$ cat config.mk
export PLATFORM = sky130hd
export DESIGN_NAME = head_step_decoder
export DESIGN_NICKNAME = d
export VERILOG_FILES = /design/src/rtl/head_step_decoder.sv
export SDC_FILE = /design/constraint.sdc
export NUM_CORES = 1
export LEC_CHECK = 0
export ABC_AREA = 0
export CAP_MARGIN = 20
export CORE_AREA = 2 2 39 41
export CTS_CLUSTER_SIZE = 30
export DETAILED_ROUTE_END_ITERATION = 8
export DIE_AREA = 0 0 41 43
export DONT_BUFFER_PORTS = 1
export PLACE_DENSITY_LB_ADDON = 0.08
export SLEW_MARGIN = 20
export SYNTH_ARGS = -nofsm -noshare
export SYNTH_HDL_FRONTEND = slang
export SYNTH_SLANG_ARGS = --single-unit
$ cat constraint.sdc
create_clock -name clk -period 1.1 [get_ports clk]
set_input_delay 0.22 -clock clk [delete_from_list [all_inputs] [get_ports clk]]
set_output_delay 0.22 -clock clk [all_outputs]
set_load 0.02 [all_outputs]
$ cat src/rtl/head_step_decoder.sv
module head_step_decoder #(
  parameter int PORT_W    = 8,
  parameter int PHASE_LO  = 0,
  parameter int LED_POS   = 3,
  parameter int ZERO_POS  = 4
) (
  input  logic              clk,
  input  logic              rst,
  input  logic              wr_en,
  input  logic [PORT_W-1:0] wr_data,
  output logic [PORT_W-1:0] port_q,
  output logic              step_in,
  output logic              step_out,
  output logic              led,
  output logic              led_changed
);

  localparam logic [PORT_W-1:0] KEEP_MASK = ~(PORT_W'(1) << ZERO_POS);

  logic [1:0] phase_old, phase_new;
  logic       moved, go_out, go_in, lamp_flip;

  assign phase_old = port_q[PHASE_LO +: 2];
  assign phase_new = wr_data[PHASE_LO +: 2];
  assign moved     = phase_old != phase_new;
  assign go_out    = moved && (phase_old == 2'(phase_new + 2'd1));
  assign go_in     = moved && (phase_old == 2'(phase_new - 2'd1));
  assign lamp_flip = port_q[LED_POS] != wr_data[LED_POS];

  always_ff @(posedge clk) begin
    if (rst) begin
      port_q      <= '0;
      step_in     <= 1'b0;
      step_out    <= 1'b0;
      led_changed <= 1'b0;
    end else begin
      step_in     <= wr_en && go_in;
      step_out    <= wr_en && go_out;
      led_changed <= wr_en && lamp_flip;
      if (wr_en)
        port_q <= wr_data & KEEP_MASK;
    end
  end

  assign led = port_q[LED_POS];

endmodule

==> metrics.txt <==
post-synthesis simple-gate area fraction=15.17%; layout cells sized above 1=20.51%; routed vias/inst=4.673; DRT Pass-1 Iters=1; crit path launch type=flop; drt total wl=680 µm; Seq pwr share=51.6%; first-pass GRT wire length=1.090 mm; post-synthesis compound-gate area fraction=0%; post-synthesis mux area share=22.29%; Final Util=32.64%; Final TNS setup=0 ps; adder-cell share of the synthesized area=0%; Power Density=1762 nW/µm²; critical path peak fanout=3; Remaining DRCs=0; n_diodes=0; GRT Resource Usage Total=9.567%; H-tree depth=1; HP Class=primary input to flop; Max VDD drop=718.4 µV; Via Count=257; #FFs+latches synth=10; largest family of logic cells by synthesized area=multiplexers; total gr overflow=0; multi-input logic area=172.7 µm²; NetSw=0.0001761 W; DRT iter0 DRCs=0; Tmin final=1033 ps; FF+latch area=200.2 µm²; worst skew pair latency=250 ps; post-route ant nets=0; Worst Path Required=1280 ps; Comb power frac=8.8%; post-synthesis sequential area ratio=49.54%; Crit. End Element=flop; RSZ-0062 raised after global routing=no; GP Congestion=0.5185; Pint=0.0006196 W; switching fraction of total power=22.13%; Starting Density=29.20%; post-synthesis cell area=404.1 µm²; FF-to-FF path depth=2; Fin Hold WS=23.44 ps; Max Slew Vio Count=0; # setup viols final=0; syn_area_per_cell=11.23 µm²; CTS Root Buffer Type=clkbuf_4; status=finished clean; fin crit share=93.94%; Synth warnings=0; vias in the first global route=261; Longest Clk Path Bufs=2; IO Pins=23; Fmax achieved=967.7 MHz; Clk network pwr share=39.6%; Die H=43 µm; Final nets=51; row count=14; clock skew=0.1281 ps; Worst EP arrival=1220 ps; LEAKAGE=0.2021 nW; Syn Nets=47; Avg WL per Cell=12.36 µm; clk sinks=10; Area Overhead vs Synth=11.76%; initial antenna violation count=0; most frequent cells in the layout=dfxtp_1, mux2i_1, nor2_1, clkbuf_4, buf_4; Die ar.=1763 µm²; CTS tree=built; Crit Path Category=flop to flop; clock buffer count from CTS=3; Die Span X=41 µm; cts-stage hold buffer count=0; largest net degree at the start of global routing=11; post-synthesis cell count=36; Hold Path Cell Cnt=1; MaxCap Viol Count=0; CORE AREA=1384 µm²; post-synthesis cell type count=10; final hold vios=0; CTS clk-pin slew, worst paths=60 ps; PortBufs=0; Filler Cell Count=145; most common library cell in the layout ignoring fill and taps=dfxtp_1; xor and xnor area share after synthesis=4.334%
==> worst paths after layout <==
kind             start     endpoint  slack [ps]
min reg2reg  port_q[3]  led_changed         580
max reg2reg  port_q[0]      step_in          70
max          port_q[0]      step_in          70
min                rst  led_changed          20
==> state kept, by name, summed over array words and instances (netlist names) <==
signal       flops
led_changed      1
port_q           7
step_in          1
step_out         1
==> power groups by stage <==
| stage | clock network (W) | registers, W | logic, W |
|---|---|---|---|
| 2_1_floorplan | 0 | 0.000426 | 0.0000654 |
| 3_3_place_gp | 0 | 0.000418 | 0.0000679 |
| 3_5_place_dp | 0 | 0.000419 | 0.0000714 |
| 4_1_cts | 0.000331 | 0.000411 | 0.0000714 |
| 5_1_grt | 0.000343 | 0.000413 | 0.0000760 |
| 6_report | 0.000315 | 0.000411 | 0.0000700 |
==> area by class of cell <==
class | count | share of cell area, %
Clock buffer | 4 | 8.033
Multi-Input combinational cell | 22 | 38.23
Sequential cell | 10 | 44.32
Tap cell | 16 | 4.432
Timing Repair Buffer | 3 | 4.986
==> critical path: stages (launching register included) <==
cell and delay (ps):
dfxtp_1 320, or4bb_1 490, mux2i_1 160
==> stage by stage <==
stage	area (µm²)	std cells	setup WS, ps	total power (W)
final	451.7	55	66.65	0.0007956
after global routing	451.7	55	6.002	0.0008320
after CTS	451.7	55	38.38	0.0008130
after detailed placement	415.4	51	52.90	0.0004906
after global placement	415.4	51	92.39	0.0004863
after floorplan	404.1	36	19.78	0.0004916
==> cells in the mapped netlist <==
cell type / n / share of area [%]
dfxtp_1: 10 / 50
mux2i_1: 9 / 22
nor2_1: 7 / 6.5
buf_4: 2 / 3.7
or4bb_1: 2 / 5.6
xnor2_1: 2 / 4.3
buf_6: 1 / 2.8
clkbuf_2: 1 / 1.2
conb_1: 1 / 0.93
nor3b_2: 1 / 3.1
==> timing repair <==
action	4_1_cts	5_1_grt
setup endpoints to repair	0	1
resized for setup	0	0
setup buffers	0	0
==> cells by family after synthesis <==
group                     Yosys count
muxes                               9
other                               1
xor gates and xnor gates            2
and+or+nand+nor                    10
buffers and inverters               4
DFF                                10
==> layer usage <==
layer | wire, µm | track usage (%)
met3 | 56 | 4.712
met5 | 0 | 0
met2 | 373 | 14.06
met4 | 4 | 8.000
met1 | 247 | 9.416
No activity file was read; power rests on OpenSTA's default activity.
